$ cat src/rtl/hz_pkg.sv
package hz_pkg;
    typedef enum logic [2:0] {
        CAUSE_NONE,
        CAUSE_LOAD_USE,
        CAUSE_BR_ALU,
        CAUSE_BR_LOAD_FAR,
        CAUSE_BR_LOAD_NEAR
    } cause_e;

    localparam int unsigned PROD_KINDS = 3; // ex load, ex alu writer, mem load
    localparam int unsigned PK_EX_LOAD = 0;
    localparam int unsigned PK_EX_ALU  = 1;
    localparam int unsigned PK_MEM_LD  = 2;
endpackage

$ cat src/rtl/hz_src_match.sv
module hz_src_match #(
    parameter int unsigned REG_W = 5
) (
    input  logic             prod_en,
    input  logic [REG_W-1:0] prod_dst,
    input  logic [REG_W-1:0] src_a,
    input  logic [REG_W-1:0] src_b,
    output logic             hit
);
    logic dst_live;
    logic any_eq;

    always_comb begin
        dst_live = (prod_dst != '0);
        any_eq   = (prod_dst == src_a) || (prod_dst == src_b);
        hit      = prod_en && dst_live && any_eq;
    end
endmodule

$ cat src/rtl/hz_classify.sv
module hz_classify
    import hz_pkg::*;
(
    input  logic                  is_branch,
    input  logic [PROD_KINDS-1:0] hits,
    output cause_e                cause
);
    always_comb begin
        cause = CAUSE_NONE;
        if (is_branch && hits[PK_EX_LOAD]) begin
            cause = CAUSE_BR_LOAD_NEAR;
        end else if (hits[PK_EX_LOAD]) begin
            cause = CAUSE_LOAD_USE;
        end else if (is_branch && hits[PK_EX_ALU]) begin
            cause = CAUSE_BR_ALU;
        end else if (is_branch && hits[PK_MEM_LD]) begin
            cause = CAUSE_BR_LOAD_FAR;
        end
    end
endmodule

$ cat src/rtl/hz_seq.sv
module hz_seq
    import hz_pkg::*;
#(
    parameter int unsigned LB_STALL = 2
) (
    input  logic   clk,
    input  logic   rst,
    input  cause_e cause,
    output logic   stall,
    output logic   forced
);
    localparam int unsigned CNT_W = $clog2(LB_STALL + 1);
    localparam logic [CNT_W-1:0] EXTRA = CNT_W'(LB_STALL - 1);

    typedef struct packed {
        logic [CNT_W-1:0] cnt;
    } seq_t;

    seq_t st_d, st_q;

    always_comb begin
        st_d   = st_q;
        forced = (st_q.cnt != '0);
        stall  = 1'b0;
        if (forced) begin
            stall      = 1'b1;
            st_d.cnt   = st_q.cnt - 1'b1;
        end else if (cause == CAUSE_BR_LOAD_NEAR) begin
            stall      = 1'b1;
            st_d.cnt   = EXTRA;
        end else begin
            stall      = (cause != CAUSE_NONE);
        end
        if (rst) begin
            st_d.cnt = '0;
        end
    end

    always_ff @(posedge clk) begin
        st_q <= st_d;
    end
endmodule

$ cat src/rtl/hz_stall_ctrl.sv
module hz_stall_ctrl
    import hz_pkg::*;
#(
    parameter int unsigned REG_W    = 5,
    parameter int unsigned LB_STALL = 2
) (
    input  logic             clk,
    input  logic             rst,
    input  logic [REG_W-1:0] dec_rs,
    input  logic [REG_W-1:0] dec_rt,
    input  logic             dec_is_branch,
    input  logic             ex_mem_read,
    input  logic             ex_reg_write,
    input  logic [REG_W-1:0] ex_dst,
    input  logic             mem_mem_read,
    input  logic [REG_W-1:0] mem_dst,
    output logic             pc_hold,
    output logic             fd_hold,
    output logic             ex_bubble
);
    logic [PROD_KINDS-1:0]            prod_en;
    logic [PROD_KINDS-1:0][REG_W-1:0] prod_dst;
    logic [PROD_KINDS-1:0]            hits;
    cause_e                           cause;
    logic                             stall;
    logic                             forced;

    always_comb begin
        prod_en[PK_EX_LOAD]  = ex_mem_read;
        prod_dst[PK_EX_LOAD] = ex_dst;
        prod_en[PK_EX_ALU]   = ex_reg_write && !ex_mem_read;
        prod_dst[PK_EX_ALU]  = ex_dst;
        prod_en[PK_MEM_LD]   = mem_mem_read;
        prod_dst[PK_MEM_LD]  = mem_dst;
    end

    for (genvar k = 0; k < PROD_KINDS; k++) begin : g_match
        hz_src_match #(.REG_W(REG_W)) u_match (
            .prod_en  (prod_en[k]),
            .prod_dst (prod_dst[k]),
            .src_a    (dec_rs),
            .src_b    (dec_rt),
            .hit      (hits[k])
        );
    end

    hz_classify u_cls (
        .is_branch (dec_is_branch),
        .hits      (hits),
        .cause     (cause)
    );

    hz_seq #(.LB_STALL(LB_STALL)) u_seq (
        .clk    (clk),
        .rst    (rst),
        .cause  (cause),
        .stall  (stall),
        .forced (forced)
    );

    always_comb begin
        pc_hold   = stall;
        fd_hold   = stall;
        ex_bubble = stall;
    end
endmodule

$ cat config.mk
export PLATFORM = sky130hd
export DESIGN_NAME = hz_stall_ctrl
export DESIGN_NICKNAME = d
export VERILOG_FILES = /design/src/rtl/hz_pkg.sv /design/src/rtl/hz_src_match.sv /design/src/rtl/hz_classify.sv /design/src/rtl/hz_seq.sv /design/src/rtl/hz_stall_ctrl.sv
export SDC_FILE = /design/constraint.sdc
export NUM_CORES = 1
export LEC_CHECK = 0
export BUFFER_PORTS_ARGS = -buffer_cell sky130_fd_sc_hd__buf_4
export CAP_MARGIN = 5
export CORE_AREA = 2 2 39 41
export CTS_CLUSTER_SIZE = 40
export DETAILED_ROUTE_END_ITERATION = 10
export DIE_AREA = 0 0 41 43
export GPL_TIMING_DRIVEN = 0
export HOLD_SLACK_MARGIN = 0.02
export PLACE_DENSITY_LB_ADDON = 0.1
export SYNTH_ARGS = -nofsm -noshare
export SYNTH_HDL_FRONTEND = slang
export SYNTH_SLANG_ARGS = --single-unit
$ cat constraint.sdc
create_clock -name clk -period 1.6 [get_ports clk]
set_input_delay 0.16 -clock clk [delete_from_list [all_inputs] [get_ports clk]]
set_output_delay 0.16 -clock clk [all_outputs]
set_load 0.02 [all_outputs]
# Yosys cells after proc, flatten, opt, wreduce, memory -nomap -nowiden

Cells that the tools add are included.

Bits in registers: 2

Add/sub/neg operators: 1
Equal/unequal tests: 5
Muxes and demuxes: 8
Reduce and logical (&&, ||, !) cells: 18

Operators by type and width:

| kind                                                                | number |
|---|---|
| 5-bit equality test                                                 | 4 |
| 1-bit logical AND                                                   | 10 |
| 5-bit nonzero test                                                  | 2 |
| 3-bit two-way mux                                                   | 3 |
| 2-bit two-way mux                                                   | 3 |
| 2-bit nonzero test                                                  | 2 |
| 3-bit equality test (second input constant)                         | 1 |
| 3-bit nonzero test                                                  | 1 |
| 1-bit logical OR                                                    | 2 |
| 1-bit two-way mux                                                   | 2 |
| 2-bit by 1-bit subtractor with 2-bit output (second input constant) | 1 |
| 1-bit zero test                                                     | 1 |

# Longest topological paths before layout

Gate-level depths: netlist of run 1.

Depth in word-level cells: 11
Gate-level depth with buffers: 6

# Hierarchy

From an unflattened synthesis of run 1, not the netlist that was laid out.

Cells, all modules: 68
Area, all modules: 520.5 um^2

Modules (own cells, without submodules):

| module        | instances | cells each | area an instance (um^2) |
|---|---|---|---|
| hz_src_match  | 3         | 17         | 125.1 |
| hz_seq        | 1         | 9          | 80.1 |
| hz_classify   | 1         | 5          | 36.3 |
| hz_stall_ctrl | 1         | 3          | 28.8 |

# Worst setup path after synthesis of run 1

No wires, ideal clock.

Kind: input to output
From: input port ex_dst[4]
To: output port fd_hold
Arrival: 1.396 ns
Required time: 1.440 ns
Path slack: 0.044 ns
Stages on the path: 4
Path through: or4_1 > o22ai_1 > o221ai_1 > buf_4

Cells in the longest elaborated chain, start to end: 10
Elaborated cells on any way between the ends: 17

RTL lines:

| item                                                             | RTL line                               | source |
|---|---|---|
| start, declared                                                  | hz_stall_ctrl.sv:14                    | `input logic [REG_W-1:0] ex_dst,` |
| 5-bit equality test / 5-bit nonzero test (equally long branches) | hz_src_match.sv:15, hz_src_match.sv:14 |  |
| 1-bit logical OR / 1-bit logical AND (equally long branches)     | hz_src_match.sv:15, hz_src_match.sv:16 |  |
| 1-bit logical AND                                                | hz_src_match.sv:16                     | `hit = prod_en && dst_live && any_eq;` |
| 1-bit logical AND                                                | hz_classify.sv:14                      | `end else if (is_branch && hits[PK_EX_ALU]) begin` |
| 3-bit two-way mux                                                | hz_classify.sv:14                      |  |
| 3-bit two-way mux                                                | hz_classify.sv:12                      | `end else if (hits[PK_EX_LOAD]) begin` |
| 3-bit two-way mux *                                              | hz_classify.sv:10                      | `if (is_branch && hits[PK_EX_LOAD]) begin` |
| 3-bit equality test / 3-bit nonzero test (equally long branches) | hz_seq.sv:28, hz_seq.sv:32             |  |
| 1-bit two-way mux *                                              | hz_seq.sv:28                           | `end else if (cause == CAUSE_BR_LOAD_NEAR) begin` |
| 1-bit two-way mux *                                              | hz_seq.sv:25                           | `if (forced) begin` |
| end, declared                                                    | hz_stall_ctrl.sv:18                    | `output logic fd_hold,` |

Mark *: on every way between the ends. The rest lies on a longest branch, timed or not.

# Final worst setup path of run 1

From: input port mem_dst[4]
To: output port fd_hold

Cells in the longest elaborated chain, start to end: 11
Elaborated cells on any way between the ends: 15

RTL lines:

| item                                                             | RTL line                               | source |
|---|---|---|
| start, declared                                                  | hz_stall_ctrl.sv:16                    | `input logic [REG_W-1:0] mem_dst,` |
| 5-bit equality test / 5-bit nonzero test (equally long branches) | hz_src_match.sv:15, hz_src_match.sv:14 |  |
| 1-bit logical OR / 1-bit logical AND (equally long branches)     | hz_src_match.sv:15, hz_src_match.sv:16 |  |
| 1-bit logical AND *                                              | hz_src_match.sv:16                     |  |
| 1-bit logical AND *                                              | hz_classify.sv:16                      | `end else if (is_branch && hits[PK_MEM_LD]) begin` |
| 2-bit two-way mux *                                              | hz_classify.sv:16                      |  |
| 3-bit two-way mux *                                              | hz_classify.sv:14                      |  |
| 3-bit two-way mux *                                              | hz_classify.sv:12                      |  |
| 3-bit two-way mux *                                              | hz_classify.sv:10                      |  |
| 3-bit equality test / 3-bit nonzero test (equally long branches) | hz_seq.sv:28, hz_seq.sv:32             |  |
| 1-bit two-way mux *                                              | hz_seq.sv:28                           |  |
| 1-bit two-way mux *                                              | hz_seq.sv:25                           |  |

Marks and branches as above.

==> out/summary.txt, run 1 <==
Synthesized area per cell = 7.62 µm²
Hold crit path type = in -> reg
Worst EP required = 1.44 ns
Category of the worst setup path capture point = primary output
Leak = 0.279 nW
Post-layout minimum cycle time = 1.54 ns
Distinct cells, synth = 15
DRC viols = 0
Gp weighted congestion = 0.702
RSZ-0062 raised after global routing = no
Most common cell after layout, fill and taps aside = buf_4
DRT antenna net count = 0
CTS Buffer Depth = 2
Initial core utilization = 24.8%
DRT Pass-1 Iters = 3
Slew HR = 86.0%
TNS Setup = 0 ns
Number of vias per cell = 4.59
Max FO, Critical Path = 3
Initial antenna violation count = 0
Outcome = complete, no violations
Clk sinks = 2
DRC marker count from the first detailed-route iteration = 2
Commonest cells after routing, fill and taps aside = 27 x buf_4, 11 x xnor2_1, 9 x xor2_1
RR Startpoint = u_seq.st_q[0]
Crit path DAT = 1.38 ns
Max FFs per register = 2
Worst-path clk slew = 0.03 ns
Power density over the cells = 498 nW/µm²
Hold_sp = rst
Reg2reg setup slack = 0.88 ns
Synth warn = 0
Row count = 14
Vias = 427
Grt ovf = 0
Fin nets = 105
Core ar. = 1380 µm²
Die ar. = 1760 µm²
Final WS setup = 0.0618 ns
Setup-failing EPs final = 0
Ports = 29
Maxcap violations = 0
# port buffers = 28
Tot GR Track Use = 13.4%
Syn Nets = 71
CTS tree = built
Post-synthesis sequential area ratio = 11.7%
Final max-slew violation count = 0
Post-Route WL = 951 µm
FILL cells = 145
Chip Height = 43 µm
Power, Total = 0.000327 W
Startpoint Class = input pin
Yosys reg bits = 2
Reg2reg end = u_seq.st_q[0]
Vias in the first global route = 408
Fmax = 650 MHz
Avg WL per Cell = 10.2 µm
Die width = 41 µm
WHS Path Cells = 2
Final Hold Fails = 0
Largest net degree at the start of global routing = 4
Setup CP Type = in -> out
H-tree Lvls = 1
Hold_buf cts = 0
Syn-to-layout area delta = 91.6%
Worst-case vdd ir drop = 0.000209 V
Top flop regs = u_seq.st_q: 2 flops
Total CTS buffers = 3
Root buffer cell = clkbuf_4
Clk_lat worst skew = 0.23 ns
R2r worst-path depth = 3
Share of cells above drive strength 1 = 53.2%
Largest Register = u_seq.st_q
DP HPWL = 821 µm
Period utilisation layout = 96.1%
Diode count = 0
Cells after synthesis = 45
Worst-Margin Slew = 0.210 ns
Hold EP = u_seq.st_q[1]
Clock Skew = 0.0109 ns
Dpl ws = -0.0952 ns
Post-synthesis cell area = 343 µm²
First-pass GRT wire length = 1.57 mm
## synth_stat cells
library cell,instances,area share (%)
xnor2_1,11,28
xor2_1,9,23
nand3_1,4,5.8
nor3_1,4,5.8
nor2_1,3,3.3
buf_4,2,4.4
dfxtp_1,2,12
nand2_1,2,2.2
or4_1,2,4.4
a21oi_1,1,1.5
a31oi_1,1,1.8
o211ai_1,1,2.2
o21ai_1,1,1.5
o221ai_1,1,2.6
o22ai_1,1,1.8
## area by class of cell
| class | count | area [µm²] | area share (%) |
|---|---|---|---|
| clock buffer | 3 | 22.5 | 3.43 |
| multi-input combinational | 41 | 323 | 49.1 |
| timing repair buffer | 29 | 236 | 36.0 |
| buffer | 2 | 15.0 | 2.29 |
| tap | 16 | 20.0 | 3.05 |
| sequential | 2 | 40.0 | 6.10 |
## per-layer routing
| layer | global-route usage, % | vias up | part of all wire, % |
|---|---|---|---|
| li1 | - | 220 | - |
| met5 | 0 | - | 0 |
| met3 | 5.24 | 2 | 6.6 |
| met2 | 22.2 | 15 | 55 |
| met4 | 8.00 | 0 | 1.2 |
| met1 | 13.0 | 190 | 37 |
## what timing repair did
| item | in CTS | in global routing |
|---|---|---|
| gates resized for setup | 7 | 5 |
| endpoints found under the setup margin | 2 | 2 |
| pin swaps | 3 | 6 |
| buffers inserted | 1 | 0 |
## cell families after synthesis
family                    synth area share [%]
DFF                                       11.7
and+or+nand+nor                           21.5
buffers and inverters                     4.38
xor gates and xnor gates                  51.1
AOI/OAI and AO/OA                         11.3
## how the worst max path moves through the flow
stage                     startpoint       to  slack [ns]
after floorplan            ex_dst[4]  fd_hold        0.04
after global placement     ex_dst[4]  pc_hold       -0.12
after detailed placement   ex_dst[4]  fd_hold        -0.1
after CTS                 mem_dst[4]  pc_hold       0.004
after global routing      mem_dst[4]  fd_hold       0.005
final                     mem_dst[4]  fd_hold        0.06
## stage by stage
step,std cells,area (µm²),hold slack [ns],utilization (%)
6_report,93,657,0.103,47.5
3_5_place_dp,89,573,0.335,41.4
5_1_grt,93,657,0.0924,47.5
2_1_floorplan,45,343,0.232,-
4_1_cts,93,634,0.0940,45.8
3_3_place_gp,89,573,0.334,41.4
## critical path: stages
cell	delay, ns
buf_8	0.09
or4_4	0.51
o211ai_1	0.20
o221ai_2	0.14
buf_4	0.15
buf_6	0.12
## report_power, final
part           switching [W]  internal (W)  total (W)  leakage [nW]
registers        0.000000168     0.0000505  0.0000507        0.0161
clock network      0.0000338     0.0000832   0.000117        0.0138
logic              0.0000649     0.0000944   0.000159         0.249
total              0.0000989      0.000228   0.000327         0.279
Note: power is estimated with default switching activity, not from simulation.
==> inputs of run 2 (changes only) <==
clock period = 1.3 ns   (was 1.6 ns; I/O delays follow)
==> out/summary.txt, run 2 (synthesis results as in run 1) <==
Number of vias per cell = 4.45 (-3.0%)
CTS Buffer Depth = 2 (unchanged)
Hold_buf cts = 0 (unchanged)
DRC marker count from the first detailed-route iteration = 2 (unchanged)
Sw Pwr = 0.000115 W (+16%)
Logic pwr share = 51.3% (+2.6 points)
Post-Route WL = 957 µm (+0.63%)
Vias in the first global route = 397 (-2.7%)
Global-route track usage on met1 = 16.3% (+3.3 points)
Root buffer cell = clkbuf_4
Final max-slew violation count = 0 (unchanged)
Top flop regs = u_seq.st_q: 2 flops
Area after DPL = 586 µm² (+2.2%)
Core ar. = 1380 µm² (unchanged)
Leak = 0.295 nW (+5.5%)
Fin area = 674 µm² (+2.7%)
Startpoint Class = input pin
Clk network pwr share = 33.1% (-2.7 points)
Grt met3 use = 3.14% (-2.1 points)
Chip Height = 43 µm (unchanged)
CTS tree = built
Max FFs per register = 2 (unchanged)
Slew HR = 84.8% (-1.2 points)
Reg power frac = 15.6% (about the same)
DRT antenna net count = 0 (unchanged)
Layer with the highest usage = met2
Pint = 0.000285 W (+25%)
Worst EP required = 1.17 ns (-0.27 ns)
Clk_lat worst skew = 0.22 ns (about the same)
Total CTS buffers = 3 (unchanged)
H-tree Lvls = 1 (unchanged)
Initial core utilization = 24.8% (unchanged)
Worst-path clk slew = 0.03 ns (about the same)
DP HPWL = 808 µm (-1.6%)
Final hold slack = 0.0783 ns (-0.0251 ns)
Switching part of the total power = 28.7% (-1.5 points)
Grt ovf = 0 (unchanged)
Fin nets = 105 (unchanged)
Commonest cells after routing, fill and taps aside = 27 x buf_4, 9 x xor2_1, 9 x xnor2_1
Maxcap violations = 0 (unchanged)
Post-layout minimum cycle time = 1.49 ns
Power density over the cells = 593 nW/µm² (+19%)
DRC viols = 0 (unchanged)
Category of the worst setup path capture point = primary output
Die width = 41 µm (unchanged)
Met2 usage = 19.1% (-3.1 points)
Worst-Margin Slew = 0.227 ns (+0.0171 ns)
Final Hold Fails = 0 (unchanged)
DRT Pass-1 Iters = 3 (unchanged)
CP top delay family = simple AND/OR/NAND/NOR gates
RSZ-0062 raised after global routing = yes
Largest Register = u_seq.st_q
Critical Path Max Stage Delay = 0.51 ns (about the same)
Crit path DAT = 1.36 ns (-0.02 ns)
Crit path cell chain = buf_8 > or4_4 > o211ai_1 > o221ai_2 > buf_4 > buf_6
Period utilisation layout = 115%
Clock Skew = 0.00200 ns (-0.00890 ns)
Row count = 14 (unchanged)
Crit-path slowest cell = or4_4
Failing checks = setup timing
Clk sinks = 2 (unchanged)
Outcome = finished with violations
Avg WL per Cell = 10.3 µm (+0.63%)
Tot GR Track Use = 12.7% (-0.67 points)
Largest net degree at the start of global routing = 4 (unchanged)
Die ar. = 1760 µm² (unchanged)
Worst-case vdd ir drop = 0.000454 V (+120%)
First-pass GRT wire length = 1.53 mm (-2.2%)
Diode count = 0 (unchanged)
FILL cells = 143 (-1.4%)
Share of cells above drive strength 1 = 54.5% (+1.3 points)
Syn-to-layout area delta = 96.7%
Hold crit path type = in -> reg
Initial antenna violation count = 0 (unchanged)
Final WS setup = -0.190 ns (-0.252 ns)
Ports = 29 (unchanged)
Max FO, Critical Path = 3 (unchanged)
Setup-failing EPs final = 3 (+3)
Vias = 414 (-3.0%)
Fmax = 671 MHz
# port buffers = 28 (unchanged)
Setup CP Type = in -> out
Final core occ = 48.7% (+1.3 points)
Gp weighted congestion = 0.684 (-2.5%)
Most common cell after layout, fill and taps aside = buf_4
Buf/Inv on CP = 3 (unchanged)
[run 2: cell counts in the layout (fill, tap and decap cells not counted)]
No cell type changed its count.
[run 2: cell type report]
cell class / instances / area (µm²) / share of cell area, %
Buffer: 2 / 15.0 / 2.23
Tap cell: 16 / 20.0 / 2.97
Multi-Input combinational cell: 41 / 340 / 50.5
Sequential cell: 2 / 40.0 / 5.94
Timing Repair Buffer: 29 / 236 / 35.1
Clock buffer: 3 / 22.5 / 3.34
[run 2: final timing paths]
kind / to / slack, ns / start / cells past startpoint
worst max-delay path: fd_hold / -0.19 / mem_dst[4] / 6
worst min-delay path: u_seq.st_q[1] / 0.08 / rst / 2
worst max register to register: u_seq.st_q[0] / 0.58 / u_seq.st_q[0] / 3
worst min register to register: u_seq.st_q[1] / 0.45 / u_seq.st_q[0] / 2
[run 2: timing repair]
action,in CTS,in global routing
resized for setup,6,6
gates cloned,0,0
buffers inserted,1,0
setup endpoints to repair,3,3
pin swaps,4,7
[run 2: metrics by stage]
stage	worst slack, ns	cells	setup TNS, ns	power (W)
final	-0.190	93	-0.475	0.000400
after global routing	-0.249	93	-0.653	0.000431
after CTS	-0.223	93	-0.572	0.000398
after detailed placement	-0.251	89	-0.637	0.000246
after global placement	-0.257	89	-0.658	0.000245
after floorplan	-0.0605	45	-0.121	0.000146
[run 2: power groups by stage]
stage	registers (W)	logic, W	clock network (W)
finish	0.0000624	0.000205	0.000133
global route	0.0000624	0.000223	0.000146
CTS	0.0000624	0.000193	0.000143
detailed placement	0.0000632	0.000182	0
global placement	0.0000632	0.000182	0
floorplan	0.0000631	0.0000829	0
[run 2: per-layer routing]
metal / vias to the layer above / share of wire (%)
met1: 179 / 44
met3: 0 / 7.8
met5: - / 0
met2: 14 / 48
met4: 0 / 0
li1: 221 / -
[run 2: worst reg2reg max path, cell delays in order (launching register included)]
cell and delay [ns]:
dfxtp_1 0.31, nor2_1 0.13, nand3_1 0.09, o21ai_1 0.12
==> inputs of run 3 (changes only) <==
CAP_MARGIN = 30   (was 5)
CORE_AREA = not set   (was 2 2 39 41)
CORE_MARGIN = 2   (was not set)
CORE_UTILIZATION = 38   (was not set)
DIE_AREA = not set   (was 0 0 41 43)
SYNTH_HIERARCHICAL = 1   (was not set)
==> out/summary.txt, run 3 <==
Worst-Margin Slew = 0.357 ns (+0.130 ns)
Reg power frac = 13.6% (-2.0 points)
Outcome = finished with violations
First-pass GRT wire length = 1.90 mm (+24%)
Die width = 41.0 µm (about the same)
Syn Nets = 94 (+32%)
Die ar. = 1680 µm² (-4.6%)
Vias = 575 (+39%)
Syn-to-layout area delta = 65.6%
Final hold slack = 0.0782 ns (-0.000117 ns)
Setup-failing EPs final = 4 (+1)
R2r worst-path depth = 1 (-2)
Clk network pwr share = 28.7% (-4.4 points)
Setup CP Type = in -> out
DRT Pass-1 Iters = 2 (-1)
Largest net degree at the start of global routing = 7 (+3)
Logic pwr share = 57.7% (+6.4 points)
Ys flop type = dfxtp_1
Final max-slew violation count = 0 (unchanged)
Post-synthesis cell area = 520 µm² (+52%)
Failing checks = setup timing
DRC viols = 0 (unchanged)
Clk sinks = 2 (unchanged)
Sw Pwr = 0.000146 W (+27%)
Crit path DAT = 2.06 ns (+0.70 ns)
Grt ovf = 0 (unchanged)
Worst EP required = 1.17 ns (about the same)
Switching part of the total power = 31.7% (+2.9 points)
Vias in the first global route = 516 (+30%)
Tot GR Track Use = 16.9% (+4.2 points)
Count leader, synth = xor2_1
# port buffers = 28 (unchanged)
Post-synth top area share = 30.3% (+2.2 points)
Worst-case vdd ir drop = 0.000472 V (+3.9%)
Final Hold Fails = 0 (unchanged)
Chip Height = 41.0 µm (-4.6%)
Startpoint Class = input pin
Most common cell after layout, fill and taps aside = buf_4
Ports = 29 (unchanged)
Pint = 0.000314 W (+10%)
Clk_lat worst skew = 0.22 ns (about the same)
Leading area contributor after synthesis = xor2_1
Slew HR = 76.2% (-8.6 points)
Top flop regs = u_seq/st_q: 2 flops
Fin nets = 130 (+24%)
Hold crit path type = in -> reg
Post-synth EDFFs = 0 (unchanged)
Commonest cells after routing, fill and taps aside = 27 x buf_4, 18 x xor2_1, 12 x xnor2_1
Post-layout minimum cycle time = 2.19 ns (+0.703 ns)
Yosys reg bits = 2 (unchanged)
Total CTS buffers = 3 (unchanged)
DRC marker count from the first detailed-route iteration = 2 (unchanged)
H-tree Lvls = 1 (unchanged)
CTS tree = built
Final WS setup = -0.893 ns (-0.703 ns)
Post-Route WL = 1.28 mm (+34%)
Period utilisation layout = 169% (+54 points)
Category of the worst setup path capture point = primary output
CTS Buffer Depth = 2 (unchanged)
Synthesized area per cell = 7.65 µm² (+0.47%)
Number of vias per cell = 4.91 (+10%)
Core ar. = 1280 µm² (-7.1%)
Synth warn = 6 (+6)
Initial core utilization = 40.5% (+16 points)
Top cells by count, synth = 18 x xor2_1, 12 x xnor2_1, 6 x nand3_1, 6 x nor3_1, 4 x or4_1
Distinct cells, synth = 17 (+2)
Async set or reset register ratio after synthesis = 0% (unchanged)
Max FFs per register = 2 (unchanged)
Initial antenna violation count = 0 (unchanged)
Post-synthesis sequential area ratio = 7.69% (-4.0 points)
Clock Skew = 0.00185 ns (-0.000151 ns)
DRT antenna net count = 0 (unchanged)
Area contributors post-synth = xor2_1 30%, xnor2_1 20%, dfxtp_1 7.7%
Gp weighted congestion = 0.680 (-0.58%)
DP HPWL = 1.07 mm (+32%)
Maxcap violations = 0 (unchanged)
Power density over the cells = 534 nW/µm² (-10%)
Diode count = 0 (unchanged)
Fmax = 456 MHz (-32%)
RSZ-0062 raised after global routing = yes
Max FO, Critical Path = 3 (unchanged)
Fin area = 862 µm² (+28%)
WHS Path Cells = 2 (unchanged)
Worst-path clk slew = 0.03 ns (about the same)
Row count = 13 (-1)
Cells after synthesis = 68 (+51%)
Final core occ = 67.1% (+18 points)
Largest Register = u_seq/st_q
Root buffer cell = clkbuf_4
Share of cells above drive strength 1 = 46.1% (-8.5 points)
Leak = 0.375 nW (+27%)
Avg WL per Cell = 11.0 µm (+6.6%)
Area after DPL = 764 µm² (+31%)
[run 3: metrics by stage]
stage	std cells	worst slack [ns]	power (W)	TNS [ns]
final	117	-0.893	0.000460	-3.05
after global routing	117	-0.951	0.000500	-3.28
after CTS	116	-0.899	0.000461	-2.99
after detailed placement	111	-0.966	0.000307	-3.31
after global placement	111	-0.942	0.000302	-3.21
after floorplan	68	-0.669	0.000186	-2.08
[run 3: logic make-up after synthesis]
group | share of synthesized area [%]
multiplexers | 2.16
flip-flops | 7.69
AO/OA/AOI/OAI | 7.21
AND/OR/NAND/NOR | 29.6
XOR/XNOR | 50.5
buffers and inverters | 2.88
[run 3: power by group through the flow]
stage          Combinational [W]  Sequential, W  Clock, W
2_1_floorplan           0.000123      0.0000631         0
3_3_place_gp            0.000239      0.0000631         0
3_5_place_dp            0.000244      0.0000632         0
4_1_cts                 0.000258      0.0000623  0.000140
5_1_grt                 0.000290      0.0000624  0.000148
6_report                0.000266      0.0000624  0.000132
[run 3: final cells by class]
type,count,area [µm²]
fillers,124,423
well taps,15,18.8
repair buffers,31,251
clock buffers,3,22.5
multi-input cells,64,507
flip-flops and latches,2,40.0
plain buffers,2,22.5
[run 3: worst max-delay path, cell delays in order]
cell and delay [ns]:
buf_8 0.10, or4_4 0.52, o21ai_2 0.17, a21oi_2 0.05, nor3b_2 0.15, mux2_4 0.26, or4_4 0.44, buf_6 0.13
buf_6 0.12
[run 3: routing by layer]
metal | wire length, µm | GRT usage (%)
met5 | 0 | 0
met4 | 0 | 2.50
met3 | 87 | 1.63
met2 | 612 | 30.9
met1 | 583 | 21.3
[run 3: worst paths after layout]
kind / from / to / slack [ns]
worst max-delay path: mem_dst[1] / fd_hold / -0.89
worst min-delay path: rst / u_seq/st_q[1] / 0.08
worst max register to register: u_seq/st_q[1] / u_seq/st_q[0] / 0.70
worst min register to register: u_seq/st_q[0] / u_seq/st_q[1] / 0.44
[run 3: timing repair]
| item | CTS | global route |
|---|---|---|
| pin swaps | 2 | 4 |
| resized for setup | 8 | 5 |
| setup endpoints to repair | 4 | 4 |
| setup buffers | 2 | 1 |
| cloned | 0 | 0 |
| hold buffers | 0 | 0 |
